<file path="config.mk">
export PLATFORM = sky130hd
export DESIGN_NAME = dt_discard_timer
export DESIGN_NICKNAME = d
export VERILOG_FILES = /design/src/rtl/dt_discard_timer.sv
export SDC_FILE = /design/constraint.sdc
export NUM_CORES = 1
export LEC_CHECK = 0
export ABC_AREA = 1
export BUFFER_PORTS_ARGS = -buffer_cell sky130_fd_sc_hd__buf_2
export CORE_ASPECT_RATIO = 1.75
export CORE_UTILIZATION = 30
export DETAILED_ROUTE_END_ITERATION = 7
export PLACE_DENSITY = 0.5
export SYNTH_ARGS = -nofsm -noshare
export SYNTH_HDL_FRONTEND = slang
export SYNTH_SLANG_ARGS = --single-unit
</file>
<file path="constraint.sdc">
create_clock -name clk -period 1.6 [get_ports clk]
set_input_delay 0.32 -clock clk [delete_from_list [all_inputs] [get_ports clk]]
set_output_delay 0.32 -clock clk [all_outputs]
set_load 0.005 [all_outputs]
</file>
<file path="src/rtl/dt_discard_timer.sv">
module dt_discard_timer #(
  parameter int LONG_EXP  = 15,
  parameter int SHORT_EXP = 10
) (
  input  logic clk,
  input  logic rst_n,
  input  logic head_valid,
  input  logic retry_seen,
  input  logic entry_clear,
  input  logic short_sel,
  output logic discard,
  output logic active
);
  localparam int CW = LONG_EXP;
  localparam logic [CW-1:0] LONG_LAST  = {CW{1'b1}};
  localparam logic [CW-1:0] SHORT_LAST = CW'((1 << SHORT_EXP) - 1);

  typedef enum logic [1:0] {IDLE, RUN, HALT} st_t;

  st_t           st;
  logic [CW-1:0] cnt;
  logic          sel_q;
  logic          discard_q;
  logic          leave;
  logic [CW-1:0] last;

  assign leave   = !head_valid || entry_clear;
  assign last    = sel_q ? SHORT_LAST : LONG_LAST;
  assign discard = discard_q;
  assign active  = (st == RUN);

  always_ff @(posedge clk) begin
    if (!rst_n) begin
      st        <= IDLE;
      cnt       <= '0;
      sel_q     <= 1'b0;
      discard_q <= 1'b0;
    end else begin
      discard_q <= 1'b0;
      case (st)
        IDLE: if (!leave) begin
          st    <= RUN;
          cnt   <= '0;
          sel_q <= short_sel;
        end
        RUN: begin
          if (leave) begin
            st  <= IDLE;
            cnt <= '0;
          end else if (retry_seen) begin
            st  <= HALT;
            cnt <= '0;
          end else if (cnt == last) begin
            st        <= HALT;
            cnt       <= '0;
            discard_q <= 1'b1;
          end else begin
            cnt <= cnt + 1'b1;
          end
        end
        HALT: if (leave) st <= IDLE;
        default: st <= IDLE;
      endcase
    end
  end
endmodule

</file>
==> results of run 1 <==
## flip-flops by register name, indices dropped and copies added (netlist names)
signal and count:
discard 1, sel_q 1, cnt 15, st 2
## cell families after synthesis
kind of cell               Yosys count  share of synthesized area [%]
DFF                                 19                           35.2
adders and majority gates            1                           1.16
buffers and inverters               24                           10.2
and+or+nand+nor                     89                           41.1
AOI/OAI and AO/OA                   10                           4.98
xor gates and xnor gates             9                           7.30
## tightest hold or removal path, cell delays in order
cell and delay, ns:
sky130_fd_sc_hd__buf_2 0.07, sky130_fd_sc_hd__o21ai_0 0.07, sky130_fd_sc_hd__a21oi_1 0.10
## metrics by stage
step / TNS (ns) / cell area, um^2
3_5_place_dp: 0 / 1180
5_1_grt: -0.00377 / 1260
6_report: 0 / 1260
3_3_place_gp: 0 / 1180
2_1_floorplan: 0 / 1080
4_1_cts: 0 / 1230
## synth_stat cells
master / number / share of area, %
sky130_fd_sc_hd__nand2_1: 35 / 12
sky130_fd_sc_hd__inv_1: 22 / 7.6
sky130_fd_sc_hd__dfxtp_1: 19 / 35
sky130_fd_sc_hd__nor2_1: 16 / 5.6
sky130_fd_sc_hd__nor2_2: 11 / 6.4
sky130_fd_sc_hd__nand3_1: 9 / 4.2
sky130_fd_sc_hd__xor2_1: 7 / 5.7
sky130_fd_sc_hd__a21oi_1: 5 / 2.3
sky130_fd_sc_hd__nand2_2: 5 / 2.9
sky130_fd_sc_hd__nand4_1: 4 / 2.3
sky130_fd_sc_hd__o21ai_0: 3 / 1.4
sky130_fd_sc_hd__nor3_2: 2 / 1.9
sky130_fd_sc_hd__xnor2_1: 2 / 1.6
sky130_fd_sc_hd__and3_1: 1 / 0.58
sky130_fd_sc_hd__buf_12: 1 / 1.9
sky130_fd_sc_hd__buf_4: 1 / 0.70
sky130_fd_sc_hd__ha_1: 1 / 1.2
sky130_fd_sc_hd__nand2_4: 1 / 1.0
sky130_fd_sc_hd__nor2_4: 1 / 1.0
sky130_fd_sc_hd__nor3_1: 1 / 0.46
sky130_fd_sc_hd__nor3_4: 1 / 1.5
sky130_fd_sc_hd__nor4_1: 1 / 0.58
sky130_fd_sc_hd__o211ai_1: 1 / 0.70
sky130_fd_sc_hd__o22ai_1: 1 / 0.58
sky130_fd_sc_hd__or2_2: 1 / 0.58
## area by class of cell
| class | instances | area, um^2 | area share [%] |
|---|---|---|---|
| flip-flops and latches | 19 | 382 | 30.2 |
| multi-input cells | 110 | 626 | 49.5 |
| well taps | 45 | 56.3 | 4.46 |
| repair buffers | 12 | 72.6 | 5.74 |
| clock buffers | 4 | 45.0 | 3.56 |
| inverters | 22 | 82.6 | 6.53 |
## metal layers
metal / routed length (um) / global-route usage [%] / up-vias
met5: 0 / 0 / -
met4: 46 / 6.86 / 0
met3: 44 / 2.00 / 5
met2: 1390 / 26.8 / 12
met1: 907 / 15.0 / 458
li1: - / - / 504
## final timing paths
check,start,to,slack [ns],depth (start not counted)
setup / recovery,cnt[1]$_SDFFE_PN0P_,cnt[8]$_SDFFE_PN0P_,0.12,10
hold / removal,short_sel,sel_q$_SDFFE_PN0P_,0.34,3
setup reg to reg,cnt[1]$_SDFFE_PN0P_,cnt[8]$_SDFFE_PN0P_,0.12,10
hold reg to reg,cnt[1]$_SDFFE_PN0P_,cnt[1]$_SDFFE_PN0P_,0.50,2
## repair_timing
item	in CTS	in global routing
setup endpoints to repair	0	13
resized for setup	0	5
buffers inserted	0	0
endpoints found under the hold margin	0	0
## report_power, final
group | total (mW) | switching, mW | internal, mW
Clock | 0.336 | 0.159 | 0.177
Combinational | 0.0905 | 0.0579 | 0.0326
Sequential | 0.482 | 0.00427 | 0.478
Total | 0.909 | 0.221 | 0.688
==> metrics.sh, run 1 <==
OUTCOME='finished, final reports clean'
CRITICAL-PATH-MAX-STAGE-DELAY_NS=0.35
PORT_BUFFERS=7
WORST_CASE_VDD_IR_DROP_mV=0.590
CTS.HOLD.BUFFERS_ADDED=0
DIE_W_UM=47.4
POSTSYNTHREGISTERBITS=19
DIEHEIGHT_UM=81.4
MAPPEDNETLISTNETS=159
FINALHOLDVIOLATIONS=0
ARRIVAL_TIME_AT_THE_WORST_ENDPOINT_NS=1.63
TIMING.FINAL.CRIT_PERIOD_NS=1.48
SEQ_AREA_FRAC_SYNTH_PCT=35.2
YOSYSUNIQUECELLTYPES=25
DETAILEDPLACEMENTHPWL_UM=1890
SLEW_VIOL_FINAL=0
WEIGHTED_CONGESTION_AT_THE_END_OF_ROUTABILITY_DRIVEN_GLOBAL_PLACEMENT=0.767
FINAL_ANTENNA_NET_COUNT=0
DP_WORST_SETUP_SLACK_NS=0.0295
NUM_ANTENNA_CELLS=0
CLKLATENCYLATEPIN_NS=0.25
NUMBER_OF_GLOBAL_ROUTE_VIAS_BEFORE_REPAIR=958
IO_PINS=8
DRT-WIRELENGTH-PER-CELL_UM=11.2
PATH_MAX_FANOUT=6
TOTALWIRELENGTH_UM=2380
VIAS_PER_CELL=4.62
MAX_SLEW_MARGIN_PCT=83.3
POWER_mW=0.909
CLOCK_TREE_ROOT_DRIVER_CELL='sky130_fd_sc_hd__clkbuf_8'
GRT_OVERFLOW_TOTAL=0
CRITPATHBUFINV=1
TRITONCTS_NUM_SINKS=19
PLACEDCELLCOUNT=207
SETUP.WORST_PATH.CLASS='flip-flop to flip-flop'
MAX_CAP_VIOLATIONS=0
FINISH.CELL_COUNT_WITHOUT_FILLERS=212
CLK_PATH_BUF_DEPTH=2
ROWS=28
DRIVE_GT1_SHARE_PCT=24.0
CTS_TREE='built'
CTSHTREEMAXLEVEL=1
SETUP_VIOLS_FINAL=0
CP-START-KIND='flip-flop'
MOSTFREQUENTLAYOUTCELL='sky130_fd_sc_hd__nand2_1'
SYN_INST=152
DIE_AREA_UM2=3850
WORST_PATH_MAX_DELAY_CELL='sky130_fd_sc_hd__dfxtp_2'
CORE_AREA_UM2=3400
CRITPATHTOPFAMILY='simple AND/OR/NAND/NOR gates'
ROUTE.VIAS.TOTAL=979
SYN_AREA_UM2=1080
WORST_SLEW_PIN_SLEW_NS=0.250
MOST-COMMON-LAYOUT-CELLS='34 x sky130_fd_sc_hd__nand2_1, 22 x sky130_fd_sc_hd__inv_1, 18 x sky130_fd_sc_hd__dfxtp_1, 16 x sky130_fd_sc_hd__nor2_1, 11 x sky130_fd_sc_hd__nor2_2'
INITIAL_CORE_UTIL_PCT=31.8
HOLD_WS_NS=0.337
FLOW.AREA_GROWTH_FROM_SYNTHESIS_PCT=17.0
FINALNETCOUNT=175
FINISH.UTILIZATION_PCT=37.2
MAXIMUM_NUMBER_OF_PINS_ON_ONE_NET_BEFORE_GLOBAL_ROUTE_REPAIR=13
GRT_PASS1_WL_UM=4000
CRIT_CHAIN='ha_1 > inv_1 > nor2_4 > nand2_1 > nor2_1 > nand2_1 > nand2_2 > nand2_4 > nand2_8 > nor2_1'
CLOCK.FMAX_MHz=678
CTS_MADE_BUFFERS=3
SYNTHESIS.AREA_PER_INSTANCE_UM2=7.10
DRC=0
FINAL_CRITICAL_PATH_SETUP_SLACK_NS=0.124
PWR_DENSITY_CELL_nW_PER_UM2=719
KIND_OF_PATH_BEHIND_THE_TIGHTEST_HOLD_CHECK='input port to flip-flop'
CLKTRANSATPATHREGS_NS=0.07
INITIALDRTVIOLATIONCOUNT=7
FILLERS=392
YOSYS_WARNINGS=0
CRIT_PATH_END_KIND='flip-flop'
GLOBALROUTETOTALUTIL_PCT=14.6
CELLLEAKAGEPOWER_nW=0.497
MIN_PERIOD_OVER_PERIOD_PCT=92.2
FINALCLOCKSKEW_NS=0.00293
WORST-ENDPOINT-REQUIRED_NS=1.75
GRT_ANTENNA_BEFORE_REPAIR=0
DETAIL_ROUTE.FIRST_PASS.ITERATIONS=4
Note: power is estimated with default switching activity, not from simulation.
==> inputs of run 2 (changes only) <==
Settings changed: PLACE_DENSITY 0.5 to default, PLACE_DENSITY_LB_ADDON from default to 0.2.
==> run 2 against run 1 <==
Net effect:
- sequential share of layout area down 0.16 points
- critical path depth did not move
- clock power about the same
- total power is essentially flat
- fmax fell by 0.57%
- combinational power shrank 0.7%
- sequential power hardly changed
- first-iteration DRC count rose by 140%
- setup slack worse by 0.0085 ns
- final cell count is the same
- utilization up 0.074 points
- wire length fell by 0.71%
==> metrics.sh, run 2 (same netlist as run 1, synthesis figures left out) <==
CRITICAL-PATH-MAX-STAGE-DELAY_NS=0.35
GLOBALROUTETOTALUTIL_PCT=14.3
MAX_SLEW_MARGIN_PCT=80.8
TRITONCTS_NUM_SINKS=19
ROUTED-WL-MET3_UM=13
DIEHEIGHT_UM=81.4
ROUTE.VIAS.TOTAL=947
INITIAL_CORE_UTIL_PCT=31.8
FILLERS=384
GRT_SETUP_UNREPAIRED='no'
CLKTRANSATPATHREGS_NS=0.07
CLOCK_TREE_ROOT_DRIVER_CELL='sky130_fd_sc_hd__clkbuf_8'
CTS_TREE='built'
DIE_W_UM=47.4
WORST_SLEW_PIN_SLEW_NS=0.285
MAXIMUM_NUMBER_OF_PINS_ON_ONE_NET_BEFORE_GLOBAL_ROUTE_REPAIR=13
POWER_FRAC_COMB_PCT=9.9
WORST_PATH_MAX_DELAY_CELL='sky130_fd_sc_hd__dfxtp_1'
R2R.WORST_PATH.CELLS=10
WEIGHTED_CONGESTION_AT_THE_END_OF_ROUTABILITY_DRIVEN_GLOBAL_PLACEMENT=0.783
CLOCK.FMAX_MHz=674
WORST-ENDPOINT-REQUIRED_NS=1.76
SEQUENTIALPOWERSHARE_PCT=53.0
DETAILEDPLACEMENTHPWL_UM=1850
TOTALWIRELENGTH_UM=2370
FINALHOLDVIOLATIONS=0
REGAREA_UM2=380
CTS_MADE_BUFFERS=3
R2R-END='cnt[8]$_SDFFE_PN0P_'
MOSTFREQUENTLAYOUTCELL='sky130_fd_sc_hd__nand2_1'
CTSHTREEMAXLEVEL=1
INITIALDRTVIOLATIONCOUNT=17
P_SW_mW=0.228
CRITPATHBUFINV=1
MOST-COMMON-LAYOUT-CELLS='34 x sky130_fd_sc_hd__nand2_1, 22 x sky130_fd_sc_hd__inv_1, 19 x sky130_fd_sc_hd__dfxtp_1, 16 x sky130_fd_sc_hd__nor2_1, 11 x sky130_fd_sc_hd__nor2_2'
LARGEST_REGISTERS='cnt: 15 flops, st: 2 flops'
CP-START-KIND='flip-flop'
FINALCLOCKSKEW_NS=0.00431
MAX_CAP_VIOLATIONS=0
CLK_PATH_BUF_DEPTH=2
FINISH.CELL_COUNT_WITHOUT_FILLERS=212
CORE_AREA_UM2=3400
ROWS=28
DRIVE_GT1_SHARE_PCT=24.6
FINAL_CRITICAL_PATH_SETUP_SLACK_NS=0.116
DP_WORST_SETUP_SLACK_NS=0.0437
SW_FRAC_OF_TOTAL_PCT=25.0
CRITPATHTOPFAMILY='simple AND/OR/NAND/NOR gates'
WORSTHOLDSTART='short_sel'
WORSTHOLDENDPOINT='sel_q$_SDFFE_PN0P_'
GRT_PASS1_WL_UM=3930
PWR_DENSITY_CELL_nW_PER_UM2=718
OUTCOME='finished, final reports clean'
HIGHEST_LAYER='met4'
MULTI_INPUT_COMB_AREA_UM2=628
NUM_ANTENNA_CELLS=0
FLOW.AREA_GROWTH_FROM_SYNTHESIS_PCT=17.3
SETUP_TNS_NS=0
CLKLATENCYLATEPIN_NS=0.26
SETUP.WORST_PATH.CLASS='flip-flop to flip-flop'
DRC=0
CRIT_PATH_END_KIND='flip-flop'
FINAL_ANTENNA_NET_COUNT=0
DIE_AREA_UM2=3850
TIMING.FINAL.CRIT_PERIOD_NS=1.48
DRT-WIRELENGTH-PER-CELL_UM=11.2
PATH_MAX_FANOUT=6
KIND_OF_PATH_BEHIND_THE_TIGHTEST_HOLD_CHECK='input port to flip-flop'
MIN_PERIOD_OVER_PERIOD_PCT=92.8
WORST_CASE_VDD_IR_DROP_mV=0.569
FINALNETCOUNT=175
LARGEST_REGISTER_FFS=15
ARRIVAL_TIME_AT_THE_WORST_ENDPOINT_NS=1.64
PORT_BUFFERS=7
WIRELENGTH_MET1_UM=929
INTERNAL_POWER_mW=0.682
GRT_ANTENNA_BEFORE_REPAIR=0
SETUP_VIOLS_FINAL=0
LARGEST-REGISTER='cnt'
CELLLEAKAGEPOWER_nW=0.496
CTS.HOLD.BUFFERS_ADDED=0
MIN_PATH_CELLS=3
SLEW_VIOL_FINAL=0
PLACEDCELLCOUNT=206
REGISTER_TO_REGISTER_SETUP_SLACK_NS=0.12
VIAS_PER_CELL=4.47
MET2_LENGTH_UM=1380
POWER.SHARE.CLOCK_PCT=37.1
IO_PINS=8
WORST_R2R_STARTPOINT='cnt[0]$_SDFFE_PN0P_'
DETAIL_ROUTE.FIRST_PASS.ITERATIONS=5
CRIT_CHAIN='ha_2 > inv_1 > nor2_4 > nand2_1 > nor2_1 > nand2_1 > nand2_2 > nand2_4 > nand2_8 > nor2_1'
GRT_OVERFLOW_TOTAL=0
NUMBER_OF_GLOBAL_ROUTE_VIAS_BEFORE_REPAIR=939
run 2: cell count changes in the layout (fill, tap and decap cells not counted):
cell,before,now
sky130_fd_sc_hd__ha_2,0,1
sky130_fd_sc_hd__clkinv_2,0,1
sky130_fd_sc_hd__dfxtp_2,1,0
sky130_fd_sc_hd__clkbuf_1,1,0
sky130_fd_sc_hd__ha_1,1,0
sky130_fd_sc_hd__dfxtp_1,18,19
run 2: worst min-delay path: stages:
cell	delay [ns]
sky130_fd_sc_hd__buf_2	0.07
sky130_fd_sc_hd__o21ai_0	0.07
sky130_fd_sc_hd__a21oi_1	0.10
run 2: power groups by stage:
| stage | Clock [mW] | Combinational [mW] | Sequential (mW) |
|---|---|---|---|
| after floorplan | 0 | 0.0564 | 0.493 |
| after global placement | 0 | 0.0732 | 0.493 |
| after detailed placement | 0 | 0.0741 | 0.493 |
| after CTS | 0.352 | 0.0744 | 0.482 |
| after global routing | 0.372 | 0.0993 | 0.483 |
| final | 0.338 | 0.0899 | 0.482 |
run 2: how the worst max path moves through the flow:
| stage | endpoint | cells after the start | from |
|---|---|---|---|
| floorplan | cnt[11]$_SDFFE_PN0P_ | 11 | cnt[0]$_SDFFE_PN0P_ |
| global placement | cnt[8]$_SDFFE_PN0P_ | 10 | cnt[0]$_SDFFE_PN0P_ |
| detailed placement | cnt[8]$_SDFFE_PN0P_ | 10 | cnt[0]$_SDFFE_PN0P_ |
| global route | cnt[8]$_SDFFE_PN0P_ | 10 | cnt[0]$_SDFFE_PN0P_ |
| finish | cnt[8]$_SDFFE_PN0P_ | 10 | cnt[0]$_SDFFE_PN0P_ |
| CTS | cnt[8]$_SDFFE_PN0P_ | 10 | cnt[0]$_SDFFE_PN0P_ |
run 2: metrics by stage:
step / power, mW / area, um^2 / utilization [%] / hold slack (ns)
floorplan: 0.550 / 1080 / - / 0.446
global placement: 0.566 / 1170 / 34.5 / 0.516
detailed placement: 0.567 / 1170 / 34.5 / 0.520
CTS: 0.908 / 1220 / 35.9 / 0.336
global route: 0.954 / 1270 / 37.3 / 0.363
finish: 0.910 / 1270 / 37.3 / 0.336
run 2: routing by layer:
metal | vias up | track usage, %
li1 | 505 | -
met1 | 435 | 14.5
met2 | 3 | 26.4
met3 | 4 | 1.33
met4 | 0 | 7.43
met5 | - | 0
run 2: repair_timing:
item | CTS | global route
endpoints found under the setup margin | 0 | 13
gates resized for setup | 0 | 5
buffers inserted | 0 | 1
endpoints found under the hold margin | 0 | 0
run 2: layout make-up:
cell class | instances | share of cell area (%)
Timing Repair Buffer | 12 | 5.73
Multi-Input combinational cell | 110 | 49.6
Clock buffer | 3 | 3.26
Clock inverter | 1 | 0.395
Inverter | 22 | 6.52
Tap cell | 45 | 4.45
Sequential cell | 19 | 30.0
